File: src/rtl/nand_fetch_pkg.sv
`timescale 1ns/1ps
package nand_fetch_pkg;

  typedef enum logic [1:0] {
    PRIO_LOW  = 2'd0,
    PRIO_MID  = 2'd1,
    PRIO_HIGH = 2'd2
  } pagePrio_e;

  typedef enum logic [1:0] {
    ST_IDLE,
    ST_WAIT,
    ST_XFER,
    ST_FINISH
  } fetchState_e;

  // strobes from control to datapath
  typedef struct packed {
    logic loadPage;   // latch request page
    logic startXfer;  // access latency over, rewind column
    logic slotEnd;    // byte slot complete, sample flash byte
  } fetchStrobe_t;

  function automatic pagePrio_e decodePrio(input logic [1:0] raw);
    case (raw)
      2'd1:    return PRIO_MID;
      2'd2:    return PRIO_HIGH;
      default: return PRIO_LOW;   // 0 and reserved 3
    endcase
  endfunction

endpackage

File: src/rtl/nand_fetch_ctrl.sv
`timescale 1ns/1ps
module nand_fetch_ctrl
  import nand_fetch_pkg::*;
#(
  parameter int LAT_CYC  = 2000,
  parameter int BYTE_CYC = 10
) (
  input  logic         clk,
  input  logic         rst_n,
  input  logic         reqValid,
  input  logic         colIsData,
  input  logic         colIsLast,
  input  logic         fillPending,
  input  logic         fillReady,
  output fetchStrobe_t strobe,
  output logic         reqReady,
  output logic         done
);

  localparam int MAXC  = (LAT_CYC > BYTE_CYC) ? LAT_CYC : BYTE_CYC;
  localparam int CNT_W = $clog2(MAXC + 1);
  localparam logic [CNT_W-1:0] LAT_LOAD  = CNT_W'(LAT_CYC - 1);
  localparam logic [CNT_W-1:0] BYTE_LOAD = CNT_W'(BYTE_CYC - 1);

  fetchState_e state, nextState;
  logic [CNT_W-1:0] cnt, nextCnt;
  logic sinkStall;

  // a data slot may not end while the previous byte still waits for the sink
  assign sinkStall = colIsData && fillPending && !fillReady;

  always_comb begin
    strobe    = '0;
    nextState = state;
    nextCnt   = cnt;
    case (state)
      ST_IDLE: begin
        if (reqValid) begin
          strobe.loadPage = 1'b1;
          nextState       = ST_WAIT;
          nextCnt         = LAT_LOAD;
        end
      end
      ST_WAIT: begin
        if (cnt == '0) begin
          strobe.startXfer = 1'b1;
          nextState        = ST_XFER;
          nextCnt          = BYTE_LOAD;
        end else begin
          nextCnt = cnt - 1'b1;
        end
      end
      ST_XFER: begin
        if (cnt != '0) begin
          nextCnt = cnt - 1'b1;
        end else if (!sinkStall) begin
          strobe.slotEnd = 1'b1;
          if (colIsLast) nextState = ST_FINISH;
          else           nextCnt   = BYTE_LOAD;
        end
      end
      ST_FINISH: begin
        if (!fillPending) nextState = ST_IDLE;
      end
      default: nextState = ST_IDLE;
    endcase
  end

  always_ff @(posedge clk) begin
    if (!rst_n) begin
      state <= ST_IDLE;
      cnt   <= '0;
    end else begin
      state <= nextState;
      cnt   <= nextCnt;
    end
  end

  assign reqReady = (state == ST_IDLE);
  assign done     = (state == ST_FINISH) && !fillPending;

endmodule

File: src/rtl/nand_fetch_dp.sv
`timescale 1ns/1ps
module nand_fetch_dp
  import nand_fetch_pkg::*;
#(
  parameter int PAGE_W      = 16,
  parameter int DATA_BYTES  = 512,
  parameter int SPARE_BYTES = 16,
  parameter int PRIO_SPARE  = 0,
  parameter int HINT_SPARE  = 1,
  parameter int BAD_SPARE   = 5,
  localparam int TOTAL      = DATA_BYTES + SPARE_BYTES,
  localparam int COL_W      = $clog2(TOTAL),
  localparam int IDX_W      = $clog2(DATA_BYTES)
) (
  input  logic              clk,
  input  logic              rst_n,
  input  fetchStrobe_t      strobe,
  input  logic [PAGE_W-1:0] reqPage,
  input  logic [7:0]        flashByte,
  input  logic              fillReady,
  output logic [PAGE_W-1:0] flashPage,
  output logic [COL_W-1:0]  flashCol,
  output logic              fillValid,
  output logic [7:0]        fillData,
  output logic [IDX_W-1:0]  fillIdx,
  output logic              colIsData,
  output logic              colIsLast,
  output pagePrio_e         pagePrio,
  output logic [7:0]        prefetchHint,
  output logic              badPage
);

  localparam logic [COL_W-1:0] DATA_END = COL_W'(DATA_BYTES);
  localparam logic [COL_W-1:0] LAST_COL = COL_W'(TOTAL - 1);
  localparam logic [COL_W-1:0] PRIO_COL = COL_W'(DATA_BYTES + PRIO_SPARE);
  localparam logic [COL_W-1:0] HINT_COL = COL_W'(DATA_BYTES + HINT_SPARE);
  localparam logic [COL_W-1:0] BAD_COL  = COL_W'(DATA_BYTES + BAD_SPARE);

  logic [COL_W-1:0] col;

  assign flashCol  = col;
  assign colIsData = (col < DATA_END);
  assign colIsLast = (col == LAST_COL);

  // page address register
  always_ff @(posedge clk) begin
    if (!rst_n)               flashPage <= '0;
    else if (strobe.loadPage) flashPage <= reqPage;
  end

  // column pointer
  always_ff @(posedge clk) begin
    if (!rst_n)                             col <= '0;
    else if (strobe.startXfer)              col <= '0;
    else if (strobe.slotEnd && !colIsLast)  col <= col + 1'b1;
  end

  // one-entry holding stage toward the fill port
  always_ff @(posedge clk) begin
    if (!rst_n) begin
      fillValid <= 1'b0;
      fillData  <= '0;
      fillIdx   <= '0;
    end else if (strobe.slotEnd && colIsData) begin
      fillValid <= 1'b1;
      fillData  <= flashByte;
      fillIdx   <= col[IDX_W-1:0];
    end else if (fillReady) begin
      fillValid <= 1'b0;
    end
  end

  // spare-area field capture
  always_ff @(posedge clk) begin
    if (!rst_n) begin
      pagePrio     <= PRIO_LOW;
      prefetchHint <= '0;
      badPage      <= 1'b0;
    end else if (strobe.slotEnd) begin
      if (col == PRIO_COL) pagePrio     <= decodePrio(flashByte[1:0]);
      if (col == HINT_COL) prefetchHint <= flashByte;
      if (col == BAD_COL)  badPage      <= (flashByte != 8'hFF);
    end
  end

endmodule

File: src/rtl/nand_page_fetch.sv
`timescale 1ns/1ps
module nand_page_fetch
  import nand_fetch_pkg::*;
#(
  parameter int PAGE_W      = 16,
  parameter int DATA_BYTES  = 512,
  parameter int SPARE_BYTES = 16,
  parameter int CLK_PS      = 5000,
  parameter int ACCESS_NS   = 10000,
  parameter int BYTE_NS     = 50,
  parameter int PRIO_SPARE  = 0,
  parameter int HINT_SPARE  = 1,
  parameter int BAD_SPARE   = 5,
  localparam int COL_W      = $clog2(DATA_BYTES + SPARE_BYTES),
  localparam int IDX_W      = $clog2(DATA_BYTES)
) (
  input  logic              clk,
  input  logic              rst_n,
  input  logic              reqValid,
  input  logic [PAGE_W-1:0] reqPage,
  output logic              reqReady,
  output logic [PAGE_W-1:0] flashPage,
  output logic [COL_W-1:0]  flashCol,
  input  logic [7:0]        flashByte,
  output logic              fillValid,
  input  logic              fillReady,
  output logic [7:0]        fillData,
  output logic [IDX_W-1:0]  fillIdx,
  output logic              done,
  output logic [1:0]        pagePrio,
  output logic [7:0]        prefetchHint,
  output logic              badPage
);

  localparam int LAT_CYC  = (ACCESS_NS * 1000) / CLK_PS;
  localparam int BYTE_CYC = (BYTE_NS * 1000) / CLK_PS;

  fetchStrobe_t strobe;
  logic colIsData, colIsLast;
  pagePrio_e prioDec;

  nand_fetch_ctrl #(
    .LAT_CYC (LAT_CYC),
    .BYTE_CYC(BYTE_CYC)
  ) u_ctrl (
    .clk        (clk),
    .rst_n      (rst_n),
    .reqValid   (reqValid),
    .colIsData  (colIsData),
    .colIsLast  (colIsLast),
    .fillPending(fillValid),
    .fillReady  (fillReady),
    .strobe     (strobe),
    .reqReady   (reqReady),
    .done       (done)
  );

  nand_fetch_dp #(
    .PAGE_W     (PAGE_W),
    .DATA_BYTES (DATA_BYTES),
    .SPARE_BYTES(SPARE_BYTES),
    .PRIO_SPARE (PRIO_SPARE),
    .HINT_SPARE (HINT_SPARE),
    .BAD_SPARE  (BAD_SPARE)
  ) u_dp (
    .clk         (clk),
    .rst_n       (rst_n),
    .strobe      (strobe),
    .reqPage     (reqPage),
    .flashByte   (flashByte),
    .fillReady   (fillReady),
    .flashPage   (flashPage),
    .flashCol    (flashCol),
    .fillValid   (fillValid),
    .fillData    (fillData),
    .fillIdx     (fillIdx),
    .colIsData   (colIsData),
    .colIsLast   (colIsLast),
    .pagePrio    (prioDec),
    .prefetchHint(prefetchHint),
    .badPage     (badPage)
  );

  assign pagePrio = prioDec;

endmodule

File: config.mk
export PLATFORM = sky130hd
export DESIGN_NAME = nand_page_fetch
export DESIGN_NICKNAME = d
export VERILOG_FILES = /design/src/rtl/nand_fetch_pkg.sv /design/src/rtl/nand_fetch_ctrl.sv /design/src/rtl/nand_fetch_dp.sv /design/src/rtl/nand_page_fetch.sv
export SDC_FILE = /design/constraint.sdc
export NUM_CORES = 1
export LEC_CHECK = 0
export BUFFER_PORTS_ARGS = -buffer_cell sky130_fd_sc_hd__buf_2
export CAP_MARGIN = 25
export CORE_MARGIN = 4
export CORE_UTILIZATION = 48
export DETAILED_ROUTE_END_ITERATION = 10
export GPL_ROUTABILITY_DRIVEN = 0
export PLACE_DENSITY = 0.74
export SKIP_CTS_REPAIR_TIMING = 1
export SYNTH_ARGS = -nofsm -noshare
export SYNTH_HDL_FRONTEND = slang
export SYNTH_SLANG_ARGS = --single-unit
File: constraint.sdc
create_clock -name clk -period 2.05 [get_ports clk]
set_input_delay 0.41 -clock clk [delete_from_list [all_inputs] [get_ports clk]]
set_output_delay 0.41 -clock clk [all_outputs]
set_load 0.05 [all_outputs]
## After elaboration in Yosys (flattened, before gate mapping)

Cells that the tools add are included.

| cells by class | value |
|---|---|
| order comparisons | 1 |
| reduce and logical (&&, ||, !) cells | 19 |
| add/sub/neg operators | 2 |
| bitwise gates (word level) | 1 |
| equality and inequality tests | 18 |
| mux-type cells | 23 |

Operator list:

| kind | count |
|---|---|
| 11-bit 2-to-1 mux | 5 |
| 10-bit equality test, second input constant | 4 |
| 11-bit case mux with 3 select lines | 1 |
| 2-bit 2-to-1 mux | 6 |
| 11-bit zero test | 1 |
| 11-bit nonzero test | 1 |
| 11-bit by 1-bit subtractor with 11-bit output, second input constant | 1 |
| 10-bit by 1-bit adder with 10-bit output, second input constant | 1 |
| 10-bit < comparator, second input constant | 1 |
| 1-bit 2-to-1 mux | 9 |
| 2-bit inequality test, second input constant | 4 |
| 8-bit inequality test, second input constant | 1 |
| 2-bit case mux with 4 select lines | 1 |
| 2-bit equality test, second input constant | 3 |
| 3-bit inequality test, second input constant | 2 |
| 2-bit AND reduction | 3 |
| 6-bit AND reduction | 1 |
| 1-bit logical AND | 5 |
| 2-bit by 1-bit equality test with 1-bit output, second input constant | 2 |
| 2-bit by 1-bit inequality test with 1-bit output, second input constant | 2 |
| 2-bit case mux with 2 select lines | 1 |
| 4-bit AND reduction | 1 |
| 1-bit zero test | 3 |
| 3-bit nonzero test | 1 |
| other kinds (4) | 4 |

| storage, ports and cells | value |
|---|---|
| input bits | 28 |
| word-level logic and storage cells | 74 |
| register bits | 68 |
| output and inout port bits | 57 |

## Depth between registers and ports, before layout

Gate-level depths: netlist (run 1).

| depth | value |
|---|---|
| depth after elaboration | 8 |
| depth in mapped cells | 9 |
| depth with buffers taken out | 6 |

## By module

Synthesis (run 1) repeated with hierarchy kept, for this count alone.

| second synthesis, totals | value |
|---|---|
| cells, all modules | 383 |
| area total of the unflattened synthesis | 3353.2 um^2 |

By module, submodules not included:

| module | times used | cells an instance | area each (um^2) | seq. area each (um^2) |
|---|---|---|---|---|
| nand_fetch_dp | 1 | 260 | 2352.3 | 1101.1 |
| nand_fetch_ctrl | 1 | 123 | 1001.0 | 260.2 |

## Least setup slack after synthesis (run 1)

OpenSTA, ideal clock, no wires.

| timing path | value |
|---|---|
| path kind | register to register |
| start point | reg u_dp.col[9], in the netlist u_dp.flashCol[9] |
| end point | reg u_dp.pagePrio[0] |
| required time | 1.918 ns |
| path slack | -0.263 ns |
| buffers on the path | 2 |
| stages on the path, launching flop included | 7 |
| arrival time | 2.181 ns |
| period minus slack after synthesis | 2.313 ns |
| setup time | 0.132 ns |
| cells stage by stage | dfxtp_1 > or4b_1 > buf_2 > or4_1 > buf_2 > o31ai_1 > a21oi_1 |

| on the way | value |
|---|---|
| longest elaborated chain between the ends | 7 |
| elaborated cells on any way between the ends | 8 |
| classes of those cells | order compare (1); eq/ne (1); mux (3); reduce/logical (3) |

RTL lines:

| element | line | RTL |
|---|---|---|
| start, declared | nand_fetch_dp.sv:39 | `logic [COL_W-1:0] col;` |
| start signal, assigned | nand_fetch_dp.sv:55 | `else if (strobe.slotEnd && !colIsLast) col <= col + 1'b1;` |
| 10-bit < comparator | nand_fetch_dp.sv:42 | `assign colIsData = (col < DATA_END);` |
| 1-bit logical AND (2 in series) | nand_fetch_ctrl.sv:30 | `assign sinkStall = colIsData && fillPending && !fillReady;` |
| 1-bit 2-to-1 mux | nand_fetch_ctrl.sv:56 | `end else if (!sinkStall) begin` |
| 1-bit 2-to-1 mux | nand_fetch_ctrl.sv:54 | `if (cnt != '0) begin` |
| 1-bit 2-to-1 mux | nand_fetch_ctrl.sv:36 | `case (state)` |
| 2-bit AND reduction (no source line) (*) | - |  |
| end signal, assigned | nand_fetch_dp.sv:80 | `if (col == PRIO_COL) pagePrio <= decodePrio(flashByte[1:0]);` |
| end, declared | nand_fetch_dp.sv:28 | `output pagePrio_e pagePrio,` |

Every way passes the cells marked *; elsewhere a longest branch is shown, timed or not.
A chain may end at the register's enable or synchronous reset.

## Worst setup path after layout (run 1)

| timing path | value |
|---|---|
| start point | reg u_ctrl.cnt[9] |
| end point | reg u_dp.col[8], in the netlist u_dp.flashCol[8] |

| on the way | value |
|---|---|
| longest elaborated chain between the ends | 4 |
| elaborated cells on any way between the ends | 8 |
| classes of those cells | mux (4); reduce/logical (4) |

RTL lines:

| element | line | RTL |
|---|---|---|
| start, declared | nand_fetch_ctrl.sv:26 | `logic [CNT_W-1:0] cnt, nextCnt;` |
| start signal, assigned | nand_fetch_ctrl.sv:75 | `cnt <= nextCnt;` |
| 11-bit zero test / 11-bit nonzero test (equally long branches) | nand_fetch_ctrl.sv:45, nand_fetch_ctrl.sv:54 |  |
| 1-bit 2-to-1 mux (on tied branches) | nand_fetch_ctrl.sv:45, nand_fetch_ctrl.sv:54 |  |
| 1-bit 2-to-1 mux | nand_fetch_ctrl.sv:36 |  |
| 2-bit OR reduction (no source line) / 1-bit logical AND (equally long branches) | - |  |

Several ways; a longest one is shown, not always the timed one.

==> results of run 1 <==
==> worst min path at each step <==
stage,slack [ns],cells after the start,endpoint
CTS,0.28,3,u_dp.flashPage[8]
global placement,0.44,2,u_dp.flashPage[6]
detailed placement,0.44,2,u_dp.flashPage[6]
finish,0.29,3,u_dp.flashPage[0]
floorplan,0.48,2,u_ctrl.cnt[5]
global route,0.29,3,u_dp.flashPage[9]
==> worst max-delay path: cells and delay by family (launching register included) <==
kind / cells / cell delay (ns)
compound gates: 1 / 0.14
buf+inv: 2 / 0.33
flops: 1 / 0.32
simple gates: 3 / 1.10
==> sequential cells by signal, indices dropped and copies added (netlist names) <==
name and flops:
u_ctrl.cnt 11, u_ctrl.state 2, u_dp.badPage 1, u_dp.fillData 8
u_dp.fillIdx 9, u_dp.fillValid 1, u_dp.flashCol 10, u_dp.flashPage 16
u_dp.pagePrio 2, u_dp.prefetchHint 8
==> final cells by class <==
cell class / instances / share of cell area
Multi-Input combinational cell: 304 / 0.433
Tap cell: 96 / 0.0269
Clock inverter: 7 / 0.0222
Sequential cell: 68 / 0.310
Inverter: 12 / 0.0101
Timing Repair Buffer: 126 / 0.169
Clock buffer: 9 / 0.0278
==> metrics by stage <==
stage	worst slack, ns	hold WS [ns]
6_report	0.0962	0.294
5_1_grt	-0.0331	0.290
4_1_cts	-0.0132	0.277
3_5_place_dp	0.0173	0.445
3_3_place_gp	0.0189	0.439
2_1_floorplan	-0.00972	0.476
==> metal layers <==
| metal | up-vias | share of wire | track usage |
|---|---|---|---|
| met2 | 170 | 0.48 | 0.385 |
| met3 | 22 | 0.080 | 0.0552 |
| met4 | 0 | 0.017 | 0.0767 |
| met1 | 1739 | 0.42 | 0.292 |
| met5 | - | 0 | 0 |
| li1 | 1758 | - | - |
==> cells by family after synthesis <==
| logic type | after synthesis |
|---|---|
| flops | 68 |
| xor+xnor | 1 |
| compound gates | 133 |
| mux | 4 |
| buf+inv | 47 |
| simple gates | 156 |
| fa+ha+maj | 10 |
==> power breakdown <==
part / switching [mW] / leakage, nW / internal [mW]
Clock: 0.558 / 0.110 / 0.693
Sequential: 0.139 / 0.560 / 1.48
Combinational: 1.55 / 1.14 / 0.954
==> Yosys cell counts (all sizes together), types with 7 or more instances <==
library cell  count
dfxtp            68
or4               9
nor2              7
nand3            37
nand4             8
o31ai            11
a21oi            54
buf              10
ha               10
inv              12
o32ai             7
clkbuf           25
nand2            55
a221oi            9
o21ai            30
==> run_results.csv, run 1 <==
group,metric,value,unit
outcome,outcome,"complete, no violations",
floorplanning,rows,30,
grt,grt_max_degree,55,
grt,grt_pass1_vias,3375,
grt,grt_overflow,0,
cts,cts-root-buf,"clkbuf_8",
worst_setup_path,startpoint,"u_ctrl.cnt[9]",
yosys,syn-mean-instance-area,8.19,sq um
worst_setup_path,startpoint_type,"register",
yosys,yosys.area.top_type,"dfxtp_1",
layout,drive_above_1_share,0.333,
yosys,ys_ff_latch,68,
timing,slew-limit-headroom,0.615,
yosys,synth_seq_area_share,0.397,
timing,clock.fmax,0.512,GHz
place,detailed_place_hpwl,7060,um
detailed_routing,drt-wirelength-per-cell,16.4,um
worst_setup_path,worstSetupEndpoint,"u_dp.flashCol[8]",
cts,cts_buffers,9,
pwr,leakage,1.81,nW
min_path,hp-start,"reqPage[0]",
layout,layout_common_cells,"buf_2 (84), dfxtp_1 (58), nand2_1 (55)",
detailed_routing,via_count,3689,
detailed_routing,drt_wl_total,10200,um
worst_setup_path,required,2.32,ns
detailed_routing,drc,0,
layout,num_antenna_cells,0,
pwr,finalPower,5.38,mW
worst_setup_path,cp_cell_sequence,"buf_4 > nor4_4 > nand4_1 > buf_6 > or4_1 > a21oi_1",
grt,antenna_found_initial,0,
yosys,netlist-cell-type-count,50,
worst_setup_path,rrSetupSlack,0.1,ns
pwr,pwr_density_cell,1210,mW/mm^2
yosys,syn_area,0.00343,sq mm
yosys,ys_warn_count,0,
layout,regArea,0.00138,sq mm
yosys,synth-edff-count,0,
cts,clkLatencyLatePin,0.35,ns
yosys,synth_compound_area_frac,0.250,
worst_setup_path,critPathArrivalTime,2.23,ns
timing,worst_slew_pin_slew,0.578,ns
place,place_area,0.00416,sq mm
run,cap_violations,0,
cts,cts_tree,"done",
layout,final_util,0.649,
timing,setup_tns,0,ns
yosys,yosys-top-cells-area,"dfxtp_1 (40%), a21oi_1 (7.9%), nand2_1 (6.0%)",
cts,cts_sinks,68,
cts,clkTransAtPathRegs,0.08,ns
worst_setup_path,crit_path_max_fanout,16,
layout,fill_cells,599,
yosys,netlist_instances,419,
floorplanning,core-area,0.00687,sq mm
worst_setup_path,crit_path_end_kind,"register",
floorplanning,die_h,92.5,um
layout,multi_input_area,0.00193,sq mm
yosys,synth_fa_ha_area_frac,0.0365,
yosys,synth-xor-area-share,0.00255,
yosys,synth_top_family_by_area,"compound AO/OA/AOI/OAI gates",
worst_setup_path,criticalPathCategory,"register to register",
cts,htree_levels,3,
yosys,synth_nets,457,
place,port_buffers,84,
yosys,synth-main-ff-cell,"dfxtp_1",
timing,finClkSkew,0.00489,ns
detailed_routing,drt_pass1_iterations,5,
grt,grt_pass1_wl,16100,um
yosys,synth-simple-area-share,0.247,
timing,fin_crit,1.95,ns
layout,mostFrequentLayoutCell,"buf_2",
floorplanning,fp.dieW,92.5,um
place,placed_cells,604,
layout,postLayoutCellArea,0.00446,sq mm
yosys,synth.mux.area_fraction,0.0117,
layout,fin_cells,622,
floorplanning,ios,85,
grt,grt_usage,0.231,
min_path,worstHoldPathType,"input pin to register",
layout,nNetsFinal,559,
layout,area_delta_synth_final,30.0,%
worst_setup_path,reg2regPathDepth,6,
timing,finalCritPeriodShare,0.953,
timing,finalSetupViolations,0,
yosys,asyncSetResetFlopFracSynth,0,
floorplanning,dieArea,0.00856,sq mm
pwr,ir_drop,0.000686,V
timing,hold_viol,0,
worst_setup_path,slowest_delay,0.48,ns
worst_setup_path,crit_slowest_cell,"or4_1",
detailed_routing,drtIter0Drc,249,
floorplanning,start_util,0.499,
worst_setup_path,r2r_start,"u_ctrl.cnt[9]",
cts,clockBufferDepth,2,
detailed_routing,viasPerCell,5.93,
worst_setup_path,r2r-end,"u_dp.flashCol[8]",
yosys,synth_top_area_share,0.397,
timing,slew_viol_final,0,
detailed_routing,ant_nets,0,
No activity file was read; power rests on OpenSTA's default activity.
==> run 2: changes to the inputs <==
- ABC_AREA: unset -> 1
- RECOVER_POWER: unset -> 100
==> run_results.csv, run 2 <==
group,metric,value,unit
yosys,yosys-top-cells-area,"dfxtp_1 (41%), nand2_1 (13%), nor2_1 (10%)",
yosys,syn-mean-instance-area,6.86,sq um
detailed_routing,drtIter0Drc,137,
timing,holdWs,0.312,ns
place,place_area,0.00378,sq mm
layout,fill_cells,639,
worst_setup_path,required,2.29,ns
yosys,synth-main-ff-cell,"dfxtp_1",
timing,rsz0062_at_grt,"no",
timing,clock.fmax,0.547,GHz
yosys,synth_top_area_share,0.414,
yosys,synth-edff-count,0,
worst_setup_path,criticalPathCategory,"register to register",
pwr,sequentialPowerShare,0.339,
detailed_routing,ant_nets,0,
timing,setup_tns,0,ns
worst_setup_path,reg2regPathDepth,11,
detailed_routing,viasPerCell,4.98,
layout,drive_above_1_share,0.126,
yosys,ys_ff_latch,68,
worst_setup_path,crit_path_end_kind,"register",
pwr,ir_drop,0.000559,V
pwr,p_comb_frac,0.410,
worst_setup_path,startpoint,"u_ctrl.cnt[0]",
worst_setup_path,r2r_start,"u_ctrl.cnt[0]",
timing,fin_crit,1.83,ns
pwr,switchingPower,2.11,mW
floorplanning,rows,29,
yosys,syn_area,0.00328,sq mm
layout,largest_reg_flops,16,
grt,antenna_found_initial,0,
worst_setup_path,crit_path_max_fanout,9,
pwr,p_int,2.84,mW
layout,mostFrequentLayoutCell,"nand2_1",
timing,slew-limit-headroom,0.592,
pwr,p_sw_frac,0.426,
floorplanning,die_h,90.7,um
timing,finalSetupViolations,0,
detailed_routing,drc,0,
timing,worst_slew_pin_slew,0.615,ns
place,detailed_place_hpwl,5760,um
place,dp_slack,0.103,ns
cts,cts_sinks,68,
grt,grt_pass1_vias,3092,
yosys,asyncSetResetFlopFracSynth,0,
detailed_routing,drt-wirelength-per-cell,12.2,um
layout,postLayoutCellArea,0.00394,sq mm
grt,grt_usage,0.197,
timing,finClkSkew,0.00774,ns
detailed_routing,via_count,3231,
worst_setup_path,critPathArrivalTime,2.06,ns
layout,nNetsFinal,605,
floorplanning,core-area,0.00649,sq mm
timing,setup_ws,0.223,ns
min_path,hp-start,"reqPage[6]",
yosys,ys_warn_count,0,
floorplanning,ios,85,
grt,grt_overflow,0,
yosys,synth_seq_area_share,0.414,
detailed_routing,drt_pass1_iterations,4,
cts,cts-root-buf,"clkbuf_8",
pwr,leakage,1.68,nW
worst_setup_path,startpoint_type,"register",
yosys,netlist_instances,479,
layout,area_delta_synth_final,19.8,%
yosys,yosys.area.top_type,"dfxtp_1",
yosys,yosys-top-cells-count,"nand2_1 (115), nor2_1 (91), dfxtp_1 (68)",
timing,finalCritPeriodShare,0.891,
pwr,finalPower,4.95,mW
min_path,holdPathStages,3,
cts,clkTransAtPathRegs,0.08,ns
cts,cts_buffers,9,
layout,num_antenna_cells,0,
layout,layout_common_cells,"nand2_1 (115), nor2_1 (90), dfxtp_1 (66)",
cts,cts_tree,"done",
detailed_routing,drt_wl_total,7930,um
cts,htree_levels,3,
min_path,worstHoldPathType,"input pin to register",
grt,grt_max_degree,27,
floorplanning,dieArea,0.00823,sq mm
yosys,netlist-cell-type-count,27,
pwr,power_frac_clock,0.251,
yosys,synth_nets,517,
yosys,synth.most_common_cell,"nand2_1",
run,cap_violations,0,
outcome,outcome,"complete, no violations",
floorplanning,start_util,0.506,
timing,hold_viol,0,
pwr,pwr_density_cell,1260,mW/mm^2
floorplanning,fp.dieW,90.7,um
grt,grt_pass1_wl,13700,um
cts,clockBufferDepth,2,
layout,max_flop_register,"u_dp.flashPage",
place,port_buffers,84,
cts,clkLatencyLatePin,0.34,ns
timing,slew_viol_final,0,
run 2: cell types whose count changed after synthesis, moves of 11 or more:
| cell | delta |
|---|---|
| clkbuf_1 | -14 |
| nand2_1 | +60 |
| inv_1 | +31 |
| nor2_1 | +84 |
| a21oi_1 | -11 |
run 2: path summary, 6_finish.rpt:
kind                                             end  slack [ns]
worst max-delay path                   u_ctrl.cnt[7]        0.22
worst max register to register         u_ctrl.cnt[7]        0.22
worst min register to register  u_dp.prefetchHint[6]        0.46
worst min-delay path               u_dp.flashPage[6]        0.31
run 2: area by class of cell:
cell class / instances / area, sq um / share of cell area
multi-input cells: 352 / 1680 / 0.426
flip-flops and latches: 68 / 1360 / 0.347
repair buffers: 92 / 409 / 0.104
inverters: 44 / 165 / 0.0420
clock buffers: 10 / 138 / 0.0350
well taps: 77 / 96.3 / 0.0245
clock inverters: 6 / 87.6 / 0.0223
run 2: power by group through the flow:
| stage | logic [mW] | clock network [mW] | registers (mW) |
|---|---|---|---|
| after floorplan | 1.30 | 0 | 1.98 |
| after global placement | 2.02 | 0 | 1.70 |
| after detailed placement | 2.05 | 0 | 1.71 |
| after CTS | 2.06 | 1.27 | 1.68 |
| after global routing | 2.28 | 1.33 | 1.71 |
| final | 2.03 | 1.24 | 1.68 |
run 2: logic make-up (layout without fill, tap and decap cells):
logic type / count (synthesis) / after routing / share of synthesized area
flip-flops: 68 / 68 / 0.414
AO/OA/AOI/OAI: 66 / 66 / 0.101
XOR/XNOR: 9 / 9 / 0.0240
adder cells (fa/ha/maj): 10 / 10 / 0.0381
buffers and inverters: 59 / 152 / 0.0735
AND/OR/NAND/NOR: 267 / 267 / 0.349
run 2: layer usage:
| layer | part of all wire | global-route usage | up-vias |
|---|---|---|---|
| met4 | 0.014 | 0.0689 | 0 |
| met3 | 0.069 | 0.0458 | 12 |
| met2 | 0.45 | 0.326 | 89 |
| li1 | - | - | 1700 |
| met5 | 0 | 0 | - |
| met1 | 0.46 | 0.250 | 1430 |
run 2: through the flow:
step | util | instances
after CTS | 0.617 | 649
after floorplan | - | 479
after global routing | 0.606 | 649
final | 0.606 | 649
after detailed placement | 0.583 | 633
after global placement | 0.583 | 633
run 2: critical path: stages (launching register included):
cell and delay (ns):
dfxtp_1 0.32, inv_1 0.09, ha_1 0.19, inv_1 0.05
nor2_1 0.08, nand2_1 0.11, nor3_1 0.32, nand2_2 0.17
nand2_2 0.21, nand2_1 0.08, nand2_1 0.06, nor2_1 0.04
==> run 3: changes to the inputs <==
- CAP_MARGIN: 25 -> unset
- SYNTH_HIERARCHICAL: unset -> 1
==> run_results.csv, run 3 <==
group,metric,value,unit
outcome,outcome,"complete, no violations",
timing,hold_viol,0,
place,port_buffers,84,
timing,slew_viol_final,0,
grt,grt_max_degree,57,
yosys,netlist_instances,484,
detailed_routing,drt-wirelength-per-cell,13.0,um
floorplanning,start_util,0.507,
cts,cts_tree,"done",
timing,clock.fmax,0.495,GHz
cts,clkLatencyLatePin,0.33,ns
pwr,switchingPower,2.03,mW
floorplanning,rows,29,
timing,finalCritPeriodShare,0.985,
yosys,synth-main-ff-cell,"dfxtp_1",
worst_setup_path,criticalPathCategory,"register to register",
pwr,p_comb_frac,0.415,
floorplanning,dieArea,0.00826,sq mm
pwr,leakage,1.86,nW
cts,clkTransAtPathRegs,0.07,ns
detailed_routing,drt_wl_total,8590,um
layout,area_delta_synth_final,21.6,%
detailed_routing,viasPerCell,5.08,
yosys,syn-mean-instance-area,6.81,sq um
yosys,syn_area,0.00330,sq mm
layout,nNetsFinal,618,
worst_setup_path,worstSetupEndpoint,"u_dp/prefetchHint[6]",
timing,slew-limit-headroom,0.589,
worst_setup_path,critPathArrivalTime,2.28,ns
layout,layout_common_cells,"nor2_1 (126), nand2_1 (96), dfxtp_1 (65)",
cts,clockBufferDepth,2,
yosys,yosys-top-cells-count,"nor2_1 (127), nand2_1 (96), dfxtp_1 (68)",
detailed_routing,drc,0,
worst_setup_path,startpoint_type,"register",
yosys,synth_top_area_share,0.413,
timing,fin_crit,2.02,ns
timing,finalSetupViolations,0,
cts,cts_buffers,9,
pwr,pwr_density_cell,1160,mW/mm^2
min_path,worstHoldPathType,"input pin to register",
timing,setup_ws,0.0310,ns
pwr,sequentialPowerShare,0.364,
worst_setup_path,required,2.32,ns
place,dp_slack,0.0977,ns
detailed_routing,ant_nets,0,
place,detailed_place_hpwl,6150,um
layout,num_antenna_cells,0,
grt,grt_pass1_vias,3099,
yosys,synth.most_common_cell,"nor2_1",
yosys,synth-edff-count,0,
floorplanning,die_h,90.9,um
place,place_area,0.00382,sq mm
worst_setup_path,rrSetupSlack,0.03,ns
yosys,yosys-top-cells-area,"dfxtp_1 (41%), nor2_1 (14%), nand2_1 (11%)",
layout,mostFrequentLayoutCell,"nor2_1",
timing,finClkSkew,0.00851,ns
detailed_routing,drtIter0Drc,249,
pwr,ir_drop,0.000922,V
layout,max_flop_register,"u_dp/flashPage",
pwr,power_frac_clock,0.221,
timing,worst_slew_pin_slew,0.620,ns
pwr,p_int,2.63,mW
run,cap_violations,0,
layout,final_util,0.617,
yosys,asyncSetResetFlopFracSynth,0,
detailed_routing,via_count,3352,
yosys,netlist-cell-type-count,30,
grt,grt_usage,0.207,
yosys,yosys.area.top_type,"dfxtp_1",
yosys,ys_warn_count,6,
cts,cts_sinks,68,
grt,grt_overflow,0,
yosys,synth_nets,522,
floorplanning,fp.dieW,90.9,um
worst_setup_path,crit_path_end_kind,"register",
worst_setup_path,reg2regPathDepth,13,
pwr,finalPower,4.66,mW
layout,largest_reg_flops,16,
worst_setup_path,crit_path_max_fanout,8,
grt,antenna_found_initial,0,
worst_setup_path,r2r_start,"u_ctrl/cnt[1]",
pwr,p_sw_frac,0.435,
layout,drive_above_1_share,0.149,
cts,htree_levels,3,
worst_setup_path,r2r-end,"u_dp/prefetchHint[6]",
timing,rsz0062_at_grt,"yes",
yosys,ys_ff_latch,68,
floorplanning,ios,85,
layout,postLayoutCellArea,0.00401,sq mm
yosys,synth_seq_area_share,0.413,
detailed_routing,drt_pass1_iterations,6,
grt,grt_pass1_wl,14300,um
floorplanning,core-area,0.00649,sq mm
cts,cts-root-buf,"clkbuf_8",
worst_setup_path,startpoint,"u_ctrl/cnt[1]",
run 3: power by group through the flow:
stage          logic, mW  registers, mW  clock network (mW)
2_1_floorplan       1.09           2.06                   0
3_3_place_gp        1.85           1.70                   0
3_5_place_dp        1.88           1.70                   0
4_1_cts             1.89           1.68                1.06
5_1_grt             2.16           1.72                1.11
6_report            1.94           1.70                1.03
run 3: metal layers:
layer / part of all wire / vias up / global-route usage
met1: 0.47 / 1531 / 0.273
met3: 0.070 / 4 / 0.0575
li1: - / 1709 / -
met5: 0 / - / 0
met2: 0.46 / 108 / 0.333
met4: 0.0059 / 0 / 0.0590
run 3: cell families (layout without fill, tap and decap cells):
group | Yosys count | after routing | synth area share
adders and majority gates | 10 | 10 | 0.0380
xor gates and xnor gates | 5 | 5 | 0.0133
AOI/OAI and AO/OA | 68 | 68 | 0.104
DFF | 68 | 68 | 0.413
buffers and inverters | 64 | 163 | 0.0771
and+or+nand+nor | 269 | 269 | 0.355
run 3: worst max-delay path, cell delays in order, from the launching register on:
cell	delay (ns)
dfxtp_2	0.32
inv_2	0.08
ha_4	0.13
inv_2	0.04
nor2_2	0.11
nand3_2	0.09
nor2_4	0.15
and3_4	0.20
buf_6	0.11
nand3_4	0.08
nor3_4	0.27
buf_6	0.18
o21ai_0	0.07
nor2_1	0.12
run 3: stage by stage:
step / hold slack [ns] / TNS [ns] / cells
CTS: 0.288 / 0 / 655
global route: 0.288 / -0.534 / 660
floorplan: 0.514 / 0 / 484
finish: 0.304 / 0 / 660
detailed placement: 0.478 / 0 / 641
global placement: 0.471 / 0 / 641
run 3: how the worst min path moves through the flow:
stage	startpoint	to	slack, ns	cells past startpoint
after floorplan	u_ctrl/state[1]	u_ctrl/state[1]	0.51	2
after global placement	u_dp/flashPage[4]	u_dp/flashPage[4]	0.47	2
after detailed placement	u_dp/badPage	u_dp/badPage	0.48	2
after CTS	reqPage[11]	u_dp/flashPage[11]	0.29	3
after global routing	reqPage[1]	u_dp/flashPage[1]	0.29	3
final	reqPage[11]	u_dp/flashPage[11]	0.30	3
run 3: final cells by class:
cell class | count | area (sq um)
Fill cell | 614 | 2490
Multi-Input combinational cell | 352 | 1720
Sequential cell | 68 | 1370
Timing Repair Buffer | 98 | 467
Inverter | 51 | 191
Clock buffer | 11 | 131
Tap cell | 77 | 96.3
Clock inverter | 3 | 40.0
